File: src/rtl/usts_pkg.sv
// Package: shared types and word mapping for the mixed-radix timestamp.
// Assumes the fixed field widths below. The word split into four 16-bit
// words is part of the host-visible layout and must not change.
package usts_pkg;
    localparam int TENTH_W   = 4;
    localparam int USEC_W    = 20;
    localparam int SEC_W     = 32;
    localparam int WORD_W    = 16;
    localparam int NUM_WORDS = 4;
    localparam int IDX_W     = $clog2(NUM_WORDS);

    typedef struct packed {
        logic [SEC_W-1:0]   sec;
        logic [USEC_W-1:0]  usec;
        logic [TENTH_W-1:0] tenth;
    } stamp_t;

    // Select one host word out of a full stamp.
    function automatic logic [WORD_W-1:0] stamp_word(input stamp_t s,
                                                     input logic [IDX_W-1:0] idx);
        logic [WORD_W-1:0] w;
        case (idx)
            2'd0:    w = s.usec[15:0];
            2'd1:    w = {8'h00, s.tenth, s.usec[19:16]};
            2'd2:    w = s.sec[15:0];
            default: w = s.sec[31:16];
        endcase
        return w;
    endfunction
endpackage

File: src/rtl/usts_load_stage.sv
// Module: staging words for a preset, plus the armed flag.
// Each host word is kept in its own register. Only the meaningful bits of
// word 1 are stored. A write to word 3 arms the load. The first tick after
// that write asserts apply_o and disarms. Values are clamped to the field
// limits here, so the counter never holds an out-of-range value.
module usts_load_stage
    import usts_pkg::*;
#(
    parameter int TENTH_LIMIT = 9,
    parameter int USEC_LIMIT  = 999999
) (
    input  logic              clk,
    input  logic              rst_n,
    input  logic              tick_i,
    input  logic              wr_en_i,
    input  logic [IDX_W-1:0]  wr_idx_i,
    input  logic [WORD_W-1:0] wr_data_i,
    output stamp_t            load_val_o,
    output logic              apply_o,
    output logic              armed_o
);
    localparam logic [TENTH_W-1:0] TENTH_MAX = TENTH_W'(TENTH_LIMIT);
    localparam logic [USEC_W-1:0]  USEC_MAX  = USEC_W'(USEC_LIMIT);
    localparam logic [IDX_W-1:0]   TOP_IDX   = IDX_W'(NUM_WORDS - 1);

    logic [15:0]        raw_usec_lo;
    logic [3:0]         raw_usec_hi;
    logic [TENTH_W-1:0] raw_tenth;
    logic [15:0]        raw_sec_lo;
    logic [15:0]        raw_sec_hi;
    logic               top_write;
    logic               armed_q;

    assign top_write = wr_en_i && (wr_idx_i == TOP_IDX);

    for (genvar gi = 0; gi < NUM_WORDS; gi++) begin : g_word
        if (gi == 1) begin : g_mid
            logic [7:0] word_q;
            // Keep the tenths nibble and the high microsecond nibble of word 1.
            always_ff @(posedge clk) begin
                if (!rst_n)
                    word_q <= '0;
                else if (wr_en_i && wr_idx_i == IDX_W'(gi))
                    word_q <= wr_data_i[7:0];
            end
            assign raw_usec_hi = word_q[3:0];
            assign raw_tenth   = word_q[7:4];
        end else begin : g_full
            logic [WORD_W-1:0] word_q;
            // Keep a full 16-bit staging word.
            always_ff @(posedge clk) begin
                if (!rst_n)
                    word_q <= '0;
                else if (wr_en_i && wr_idx_i == IDX_W'(gi))
                    word_q <= wr_data_i;
            end
            if (gi == 0) begin : g_w0
                assign raw_usec_lo = word_q;
            end else if (gi == 2) begin : g_w2
                assign raw_sec_lo = word_q;
            end else begin : g_w3
                assign raw_sec_hi = word_q;
            end
        end
    end

    // Clamp the staged fields to their decimal limits.
    always_comb begin
        load_val_o.tenth = (raw_tenth > TENTH_MAX) ? TENTH_MAX : raw_tenth;
        load_val_o.usec  = ({raw_usec_hi, raw_usec_lo} > USEC_MAX)
                           ? USEC_MAX : {raw_usec_hi, raw_usec_lo};
        load_val_o.sec   = {raw_sec_hi, raw_sec_lo};
    end

    // A write to the top word arms the load; the next tick disarms it.
    always_ff @(posedge clk) begin
        if (!rst_n)
            armed_q <= 1'b0;
        else if (top_write)
            armed_q <= 1'b1;
        else if (tick_i)
            armed_q <= 1'b0;
    end

    assign armed_o = armed_q;
    assign apply_o = armed_q && tick_i;

    p_arm_on_top_write_r6: assert property (@(posedge clk) disable iff (!rst_n)
        top_write |=> armed_q);
    p_disarm_on_tick_r6: assert property (@(posedge clk) disable iff (!rst_n)
        (armed_q && tick_i && !top_write) |=> !armed_q);
    p_low_write_no_arm_r9: assert property (@(posedge clk) disable iff (!rst_n)
        (!armed_q && !top_write) |=> !armed_q);
    p_clamp_tenth_r8: assert property (@(posedge clk) disable iff (!rst_n)
        apply_o |-> (load_val_o.tenth <= TENTH_MAX));
    p_clamp_usec_r8: assert property (@(posedge clk) disable iff (!rst_n)
        apply_o |-> (load_val_o.usec <= USEC_MAX));
endmodule

File: src/rtl/usts_time_chain.sv
// Module: the three cascaded counting fields.
// The tenths field steps on each tick. Its wrap carries into microseconds,
// and the microsecond wrap carries into seconds. An applied load takes
// priority over counting in the same cycle. Assumes load values are
// already in range.
module usts_time_chain
    import usts_pkg::*;
#(
    parameter int TENTH_LIMIT = 9,
    parameter int USEC_LIMIT  = 999999
) (
    input  logic   clk,
    input  logic   rst_n,
    input  logic   tick_i,
    input  logic   apply_i,
    input  stamp_t load_val_i,
    output stamp_t stamp_o
);
    localparam logic [TENTH_W-1:0] TENTH_MAX = TENTH_W'(TENTH_LIMIT);
    localparam logic [USEC_W-1:0]  USEC_MAX  = USEC_W'(USEC_LIMIT);

    stamp_t cnt_q;
    logic   tenth_wrap;
    logic   usec_wrap;

    // Carry terms for the cascade.
    always_comb begin
        tenth_wrap = tick_i && (cnt_q.tenth == TENTH_MAX);
        usec_wrap  = tenth_wrap && (cnt_q.usec == USEC_MAX);
    end

    // Tenths field: load, or step with a wrap at the limit.
    always_ff @(posedge clk) begin
        if (!rst_n)
            cnt_q.tenth <= '0;
        else if (apply_i)
            cnt_q.tenth <= load_val_i.tenth;
        else if (tenth_wrap)
            cnt_q.tenth <= '0;
        else if (tick_i)
            cnt_q.tenth <= cnt_q.tenth + 1'b1;
    end

    // Microseconds field: load, or take the carry from tenths.
    always_ff @(posedge clk) begin
        if (!rst_n)
            cnt_q.usec <= '0;
        else if (apply_i)
            cnt_q.usec <= load_val_i.usec;
        else if (usec_wrap)
            cnt_q.usec <= '0;
        else if (tenth_wrap)
            cnt_q.usec <= cnt_q.usec + 1'b1;
    end

    // Seconds field: load, or take the carry from microseconds (binary wrap).
    always_ff @(posedge clk) begin
        if (!rst_n)
            cnt_q.sec <= '0;
        else if (apply_i)
            cnt_q.sec <= load_val_i.sec;
        else if (usec_wrap)
            cnt_q.sec <= cnt_q.sec + 1'b1;
    end

    assign stamp_o = cnt_q;

    p_tenth_bound_r3: assert property (@(posedge clk) disable iff (!rst_n)
        cnt_q.tenth <= TENTH_MAX);
    p_usec_bound_r4: assert property (@(posedge clk) disable iff (!rst_n)
        cnt_q.usec <= USEC_MAX);
    p_hold_r2: assert property (@(posedge clk) disable iff (!rst_n)
        !tick_i |=> $stable(cnt_q));
    p_step_r2: assert property (@(posedge clk) disable iff (!rst_n)
        (tick_i && !apply_i && cnt_q.tenth < TENTH_MAX)
        |=> (cnt_q.tenth == $past(cnt_q.tenth) + 1'b1) && $stable(cnt_q.usec));
    p_usec_carry_r4: assert property (@(posedge clk) disable iff (!rst_n)
        (tick_i && !apply_i && cnt_q.tenth == TENTH_MAX && cnt_q.usec == USEC_MAX)
        |=> (cnt_q.usec == '0) && (cnt_q.tenth == '0)
            && (cnt_q.sec == $past(cnt_q.sec) + 1'b1));
    p_apply_r7: assert property (@(posedge clk) disable iff (!rst_n)
        apply_i |=> (cnt_q == $past(load_val_i)));
endmodule

File: src/rtl/usts_read_snap.sv
// Module: registered readback with a snapshot taken on word 0.
// A read of word 0 returns the live word and copies the whole stamp.
// Reads of the other words come from that copy, so a multi-word read
// that starts with word 0 is coherent.
module usts_read_snap
    import usts_pkg::*;
(
    input  logic              clk,
    input  logic              rst_n,
    input  logic              rd_en_i,
    input  logic [IDX_W-1:0]  rd_idx_i,
    input  stamp_t            live_i,
    output logic [WORD_W-1:0] rd_data_o
);
    stamp_t            snap_q;
    logic [WORD_W-1:0] rd_q;
    logic              take_snap;

    assign take_snap = rd_en_i && (rd_idx_i == '0);

    // Capture the whole stamp on a word-0 read.
    always_ff @(posedge clk) begin
        if (!rst_n)
            snap_q <= '0;
        else if (take_snap)
            snap_q <= live_i;
    end

    // Register the selected word on any read.
    always_ff @(posedge clk) begin
        if (!rst_n)
            rd_q <= '0;
        else if (rd_en_i)
            rd_q <= take_snap ? stamp_word(live_i, rd_idx_i)
                              : stamp_word(snap_q, rd_idx_i);
    end

    assign rd_data_o = rd_q;

    p_rd_hold_r11: assert property (@(posedge clk) disable iff (!rst_n)
        !rd_en_i |=> $stable(rd_data_o));
    p_snap_hold_r10: assert property (@(posedge clk) disable iff (!rst_n)
        !take_snap |=> $stable(snap_q));
    p_word0_live_r10: assert property (@(posedge clk) disable iff (!rst_n)
        take_snap |=> (rd_data_o == $past(live_i.usec[15:0])));
    p_mid_upper_zero_r5: assert property (@(posedge clk) disable iff (!rst_n)
        (rd_en_i && rd_idx_i == 2'd1) |=> (rd_data_o[15:8] == 8'h00));
endmodule

File: src/rtl/usec_stamp_counter.sv
// Module: top of the mixed-radix microsecond timestamp counter.
// Assumes tick_i is a one-cycle strobe per tenth of a microsecond. The
// host writes words 0..3 with word 3 last; that write arms the load,
// which the following tick applies.
module usec_stamp_counter
    import usts_pkg::*;
#(
    parameter int TENTH_LIMIT = 9,
    parameter int USEC_LIMIT  = 999999
) (
    input  logic        clk,
    input  logic        rst_n,
    input  logic        tick_i,
    input  logic        wr_en_i,
    input  logic [1:0]  wr_idx_i,
    input  logic [15:0] wr_data_i,
    input  logic        rd_en_i,
    input  logic [1:0]  rd_idx_i,
    output logic [15:0] rd_data_o,
    output logic        armed_o
);
    stamp_t load_val;
    stamp_t live;
    logic   apply;

    usts_load_stage #(.TENTH_LIMIT(TENTH_LIMIT), .USEC_LIMIT(USEC_LIMIT)) u_stage (
        .clk        (clk),
        .rst_n      (rst_n),
        .tick_i     (tick_i),
        .wr_en_i    (wr_en_i),
        .wr_idx_i   (wr_idx_i),
        .wr_data_i  (wr_data_i),
        .load_val_o (load_val),
        .apply_o    (apply),
        .armed_o    (armed_o)
    );

    usts_time_chain #(.TENTH_LIMIT(TENTH_LIMIT), .USEC_LIMIT(USEC_LIMIT)) u_chain (
        .clk        (clk),
        .rst_n      (rst_n),
        .tick_i     (tick_i),
        .apply_i    (apply),
        .load_val_i (load_val),
        .stamp_o    (live)
    );

    usts_read_snap u_read (
        .clk       (clk),
        .rst_n     (rst_n),
        .rd_en_i   (rd_en_i),
        .rd_idx_i  (rd_idx_i),
        .live_i    (live),
        .rd_data_o (rd_data_o)
    );
endmodule

File: config.mk
export PLATFORM = sky130hd
export DESIGN_NAME = usec_stamp_counter
export DESIGN_NICKNAME = d
export VERILOG_FILES = /design/src/rtl/usts_pkg.sv /design/src/rtl/usts_load_stage.sv /design/src/rtl/usts_time_chain.sv /design/src/rtl/usts_read_snap.sv /design/src/rtl/usec_stamp_counter.sv
export SDC_FILE = /design/constraint.sdc
export NUM_CORES = 1
export LEC_CHECK = 0
export ABC_AREA = 1
export BUFFER_PORTS_ARGS = -buffer_cell sky130_fd_sc_hd__buf_2
export CORE_ASPECT_RATIO = 0.8
export CORE_MARGIN = 3
export CORE_UTILIZATION = 40
export CTS_BUF_LIST = sky130_fd_sc_hd__clkbuf_4
export DETAILED_ROUTE_END_ITERATION = 10
export SLEW_MARGIN = 10
export SYNTH_ARGS = -nofsm -noshare
export SYNTH_HDL_FRONTEND = slang
export SYNTH_SLANG_ARGS = --single-unit
File: constraint.sdc
create_clock -name clk -period 1.51 [get_ports clk]
set_input_delay 0.2265 -clock clk [delete_from_list [all_inputs] [get_ports clk]]
set_output_delay 0.2265 -clock clk [all_outputs]
set_load 0.01 [all_outputs]
==> run summary, run 1 <==
register area share after synthesis - 40.0%
die width - 171 um
largest net degree at the start of global routing - 50
first-pass GRT wire length - 46000 um
DRT Wirelength - 30100 um
CTS Sinks - 175
routability-driven placement congestion ratio - 0.922
smallest hold slack - 43.8 ps
Layout area overhead - 29.6%
CP Capture Point - u_chain.stamp_o[31]
Yosys warning count - 0
Worst Path Max Fanout - 6
drt wl/cell - 16.9 um
row count - 47
internal reg-to-reg setup slack - -40 ps
Avg Cell Area, Syn - 6.52 sq um
DRT iter0 DRCs - 1066
Synth Net Count - 1372
grt total ovfl - 0
violated checks - setup timing
Main synth FF type - dfxtp_1
Peak Freq - 644 MHz
Initial Util - 41.5%
diodes inserted - 0
CP Data Arrival Time - 2080 ps
Min Clock Period, post-route - 1550 ps
Hold WC Path Type - in -> reg
Reg clk slew, reported paths - 170 ps
critical path launch point type - flop
relative slew slack - 66.8%
CTS tree - done
Setup Viol. Count Final - 26
residual DRC count - 0
Slew Viols, Final - 0
outcome - finished with violations
post-DR vias/cell - 5.29
clk_skew - 31.1 ps
Setup CP Type - reg -> reg
CTS buffer count - 17
GR Util All Layers - 24.7%
unrepaired setup endpoints after global routing - true
Worst setup EP type - flop
die area - 23700 sq um
LEAKAGE - 4.74 nW
Initial DRT Pass Iterations - 5
post-route insts no fill - 1777
worst hold stages - 3
share of flip-flops with an asynchronous set or reset - 0%
vias in the first global route - 8379
IO Port Bufs - 41
DR vias - 9406
synth unique cells - 38
clock root cell - clkbuf_4
Ports - 42
worst ir drop on vdd - 0.000469 V
CORE AREA - 21100 sq um
Synth Instances - 1343
dpl ws - -122 ps
Max Cap Violations - 0
pwr/cell area - 759 nW/um^2
Post-Syn Area - 8750 sq um
EDFF count, synth - 0
Worst-Margin Slew - 492 ps
Final period util - 103%
Worst Slack Setup Final - -44.0 ps
layout cells sized above 1 - 25.5%
maximum clock insertion buffer count - 2
Synth Register Bits - 175
post-DP HPWL - 21700 um
R2R Path End - u_chain.stamp_o[31]
worst skew pair latency - 590 ps
reg2reg path depth - 8
WP data required - 2040 ps
ANT nets after route - 0
initial antenna violation count - 0
R2R Path Start - u_chain.stamp_o[4]
nets - 1524
H-tree levels - 4
chip height - 138 um
final number of hold-violating endpoints - 0
critical path startpoint - u_chain.stamp_o[4]
placed cells - 1713
## per-stage QoR
stage / util [%] / power, mW / cell area [sq um] / TNS (ps)
floorplan: - / 5.37 / 8760 / 0
CTS: 51.1 / 8.61 / 10800 / -336
global route: 53.7 / 8.95 / 11300 / -3840
detailed placement: 47.9 / 5.72 / 10100 / -1640
global placement: 47.9 / 5.71 / 10100 / -1220
finish: 53.7 / 8.61 / 11300 / -487
## per-layer routing
metal  GRT usage (%)  vias to the layer above  part of all wire, %
met5               0                        -                    0
met4            5.33                        0                  1.4
met3            3.31                       28                  6.3
met2            33.6                      315                   41
met1            40.6                     4383                   51
li1                -                     4680                    -
## cells in the final DEF, fill, tap and decap left out, drive strengths merged, types with 2 or more instances in the layout
cell / synthesis / final
or2: 4 / 4
dfxtp: 175 / 175
nand4: 23 / 23
a41oi: 6 / 6
a21oi: 103 / 103
dlygate4sd3: 0 / 18
o211ai: 6 / 6
inv: 110 / 118
nand3: 107 / 107
clkinvlp: 0 / 2
nor2: 218 / 218
xor2: 9 / 9
buf: 32 / 183
nand3b: 4 / 4
ha: 4 / 4
clkbuf: 39 / 18
o21ai: 133 / 133
a31oi: 8 / 8
xnor2: 5 / 5
nand2: 340 / 341
a211oi: 3 / 3
o22ai: 4 / 4
nor3: 5 / 5
clkinv: 1 / 5
## worst max-delay path, stage by stage (launching register included)
cell and delay, ps:
dfxtp_2 400, ha_4 160, nand3_4 110, nor2_4 150, nand4_4 150, nand2_4 160, clkbuf_16 190, nand2_2 60
a21oi_2 110
## cell usage after synthesis, types with 5 or more instances
cell	count	area [sq um]
a21oi_1	96	480
a21oi_2	7	61.3
a31oi_1	8	50.1
a41oi_1	6	52.6
buf_1	5	18.8
buf_2	24	120
clkbuf_1	39	146
dfxtp_1	175	3500
inv_1	103	387
inv_2	7	26.3
nand2_1	338	1270
nand3_1	107	536
nand4_1	21	131
nor2_1	209	785
nor2_2	8	50.1
o211ai_1	6	45.0
o21ai_0	125	626
o21ai_1	7	35.0
xnor2_1	5	43.8
xor2_1	9	78.8
## cells by family (layout without fill, tap and decap cells)
group	count (synthesis)	count (layout)	synth area share [%]
buffers and inverters	182	346	8.36
DFF	175	175	40.0
adders and majority gates	4	4	0.572
and+or+nand+nor	701	702	33.2
AOI/OAI and AO/OA	267	267	16.4
xor gates and xnor gates	14	14	1.40
## what timing repair did
item / 4_1_cts / 5_1_grt
endpoints found under the hold margin: 65 / 0
setup endpoints to repair: 44 / 54
setup buffers: 1 / 10
pin swaps: 3 / 39
gates cloned: 1 / 2
resized for setup: 52 / 152
hold buffers: 18 / 0
## registers in the layout, indices dropped and copies added (netlist names)
name	flops
u_chain.stamp_o	56
u_stage.g_word.g_full.word_q	48
u_read.snap_q	46
u_read.rd_data_o	16
u_stage.g_word.g_mid.word_q	8
u_stage.armed_o	1
## final cells by class
cell class                      instances  area, sq um
Fill cell                            2109         9770
Multi-Input combinational cell        987         5000
Sequential cell                       175         3580
Clock inverter                         15          169
Timing Repair Buffer                  203         1710
Inverter                              111          422
Clock buffer                           17          128
Tap cell                              269          337
## where the power goes
group | leakage [nW] | internal [mW] | switching [mW] | total, mW
Clock | 0.157 | 0.909 | 1.99 | 2.90
Combinational | 3.14 | 0.341 | 0.519 | 0.860
Sequential | 1.44 | 4.76 | 0.0914 | 4.85
Total | 4.74 | 6.01 | 2.60 | 8.61
## worst min-delay path by stage
stage	startpoint	slack (ps)	endpoint
floorplan	wr_data_i[10]	360	u_stage.g_word[0].g_full.word_q[10]
global placement	u_read.snap_q[39]	440	u_read.snap_q[39]
detailed placement	u_read.snap_q[39]	450	u_read.snap_q[39]
CTS	rd_en_i	8	u_read.rd_data_o[6]
global route	rd_en_i	30	u_read.rd_data_o[6]
finish	rd_en_i	40	u_read.rd_data_o[6]
Note: power is estimated with default switching activity, not from simulation.
==> run 2: changes to the inputs <==
==> constraint.sdc (replaced) <==
create_clock -name clk -period 1.51 [get_ports clk]
set_input_delay 0.0755 -clock clk [delete_from_list [all_inputs] [get_ports clk]]
set_output_delay 0.0755 -clock clk [all_outputs]
set_load 0.01 [all_outputs]
==> run 2 against run 1 <==
Design area shrank 1.4%. Setup slack lost 98 ps. Sequential share of layout area grew 0.19 points. The flow still finishes with violations (setup timing). Critical path type unchanged. Non-clock buffer count grew 13. Clock skew shrank 8.3 ps. Hold slack gained 17 ps. Clock-buffer cell count is the same. Flip-flop and latch count is the same. Maximum frequency shrank 6.0%.
==> run summary, run 2 (synthesis results as in run 1) <==
outcome - finished with violations
violated checks - setup timing
Clock power frac - 31.9% (-1.8 points)
Worst Slack Setup Final - -142 ps (-98.4 ps)
first-pass GRT wire length - 46200 um (+0.36%)
total power - 8.39 mW (-2.5%)
Peak Freq - 605 MHz (-6.0%)
Min Clock Period, post-route - 1650 ps (+98.4 ps)
commonest cells after routing, fill and taps aside - 329 x nand2_1, 187 x nor2_1, 148 x dfxtp_1
residual DRC count - 0 (unchanged)
Worst Hold Path EP - u_read.rd_data_o[13]
commonest non-fill, non-tap cell in the layout - nand2_1
maximum clock insertion buffer count - 2 (unchanged)
smallest hold slack - 61.3 ps (+17.4 ps)
DR vias - 9425 (+0.20%)
Final period util - 109% (+6.5 points)
Final Cell Area - 11200 sq um (-1.4%)
grt total ovfl - 0 (unchanged)
CORE AREA - 21100 sq um (unchanged)
internal reg-to-reg setup slack - -140 ps (-100 ps)
crit-path cells - nor2_1, nand3_1, nor2_1, nand4_4, clkbuf_16, a21oi_2, nor2_1, nor2_1
sequential cell area - 3550 sq um (-0.80%)
Layout area overhead - 27.8%
worst ir drop on vdd - 0.000443 V (-5.6%)
relative slew slack - 53.5% (-13 points)
Slowest-stage cell, CP - dfxtp_1
final number of hold-violating endpoints - 0 (unchanged)
GR Util All Layers - 24.9% (+0.23 points)
WP data required - 2040 ps (about the same)
fillers - 2114 (+0.24%)
Setup CP Type - reg -> reg
CTS Sinks - 175 (unchanged)
DRT iter0 DRCs - 998 (-6.4%)
initial antenna violation count - 0 (unchanged)
Slew Viols, Final - 0 (unchanged)
reg2reg path depth - 8 (unchanged)
multi-input combinational cell area - 4820 sq um (-3.6%)
diodes inserted - 0 (unchanged)
Worst Path Max Fanout - 6 (unchanged)
Max stage delay on crit path - 350 ps (-50 ps)
Reg clk slew, reported paths - 170 ps (about the same)
switching power - 2.54 mW (-2.3%)
Ports - 42 (unchanged)
chip height - 138 um (unchanged)
Internal - 5.85 mW (-2.6%)
Worst-Margin Slew - 696 ps (+204 ps)
pwr/cell area - 750 nW/um^2 (-1.1%)
DRT Wirelength - 30000 um (-0.18%)
switch share - 30.2% (+0.055 points)
R2R Path End - u_chain.stamp_o[45]
Most Frequent Cell on Critical Path - nor2_1
Buf/Inv on CP - 1 (unchanged)
die width - 171 um (unchanged)
Hold WC Path Type - in -> reg
critical path launch point type - flop
clock root cell - clkbuf_4
IO Port Bufs - 41 (unchanged)
die area - 23700 sq um (unchanged)
post-DR vias/cell - 5.27 (-0.53%)
H-tree levels - 4 (unchanged)
number of flip-flops in the largest register - 56 (unchanged)
Max Cap Violations - 0 (unchanged)
worst hold stages - 5 (+2)
routability-driven placement congestion ratio - 0.974 (+5.6%)
nets - 1537 (+0.85%)
unrepaired setup endpoints after global routing - true
clk_skew - 22.8 ps (-8.34 ps)
Worst setup EP type - flop
Initial Util - 41.5% (unchanged)
LEAKAGE - 4.65 nW (-1.9%)
CTS buffer count - 17 (unchanged)
CTS tree - done
drt wl/cell - 16.8 um (-0.90%)
worst skew pair latency - 590 ps (about the same)
R2R Path Start - u_chain.stamp_o[17]
CP Data Arrival Time - 2180 ps (+100 ps)
row count - 47 (unchanged)
cell family with most CP delay - simple AND/OR/NAND/NOR gates
vias in the first global route - 8312 (-0.80%)
largest net degree at the start of global routing - 69 (+38%)
ANT nets after route - 0 (unchanged)
min-delay src - rd_idx_i[0]
post-DP HPWL - 21800 um (+0.40%)
part of the power in registers - 57.9% (+1.6 points)
setup_tns - -2510 ps (-2030 ps)
placed inst area - 10200 sq um (+0.57%)
Initial DRT Pass Iterations - 5 (unchanged)
layout cells sized above 1 - 21.8% (-3.7 points)
Comb power frac - 10.2% (+0.2 points)
Setup Viol. Count Final - 35 (+35%)
-- run 2: cell count changes in the layout (fill, tap and decap cells not counted), moves of 8 or more --
cell           delta
nand2_1          +19
a21oi_1          +15
a21oi_2          -15
dlygate4sd3_1    +13
nand2_4          -10
nand2_2           -9
dfxtp_4           -8
-- run 2: worst max-delay path by stage --
stage                         from  slack (ps)                  end  depth (start not counted)
6_report       u_chain.stamp_o[17]        -140  u_chain.stamp_o[45]                          8
5_1_grt        u_chain.stamp_o[17]        -210  u_chain.stamp_o[37]                          8
4_1_cts         u_chain.stamp_o[1]         -70  u_chain.stamp_o[45]                         11
3_5_place_dp   u_chain.stamp_o[32]        -160  u_chain.stamp_o[45]                          8
3_3_place_gp   u_chain.stamp_o[32]        -140  u_chain.stamp_o[45]                          8
2_1_floorplan  u_chain.stamp_o[24]           3  u_chain.stamp_o[40]                          9
-- run 2: worst register-to-register path: cells and delay by family, from the launching register on --
kind | cells | cell delay [ps]
buf+inv | 1 | 220
compound gates | 1 | 110
flops | 1 | 350
simple gates | 6 | 910
-- run 2: per-layer routing --
metal  part of all wire (%)  track usage (%)
met1                     51             40.5
met2                     40             33.3
met3                    8.0             4.91
met4                    1.4             5.33
met5                      0                0
-- run 2: area by class of cell --
class                           count  area share (%)
Tap cell                          269            3.01
Clock inverter                     15            1.31
Multi-Input combinational cell    987            43.1
Timing Repair Buffer              216            16.0
Clock buffer                       17            1.14
Inverter                          111            3.75
Sequential cell                   175            31.7
-- run 2: power by group through the flow --
stage	Combinational, mW	Clock, mW	Sequential [mW]
detailed placement	0.760	0	4.96
finish	0.858	2.68	4.86
global placement	0.755	0	4.95
CTS	0.832	2.74	4.86
global route	0.949	2.93	4.88
floorplan	0.418	0	4.95
-- run 2: metrics by stage --
stage          util [%]  setup slack, ps  instances
3_5_place_dp       48.2             -162       1719
5_1_grt            53.0             -214       1790
6_report           53.0             -142       1790
2_1_floorplan         -             3.07       1343
4_1_cts            51.4            -71.8       1784
3_3_place_gp       48.2             -143       1719
-- run 2: repair_timing --
action                     4_1_cts  5_1_grt
setup buffers                    2        4
setup endpoints to repair       46       53
gates resized for setup         29       87
gates cloned                     0        2
hold buffers                    31        0
pin swaps                        1       26
hold endpoints to repair       101        0
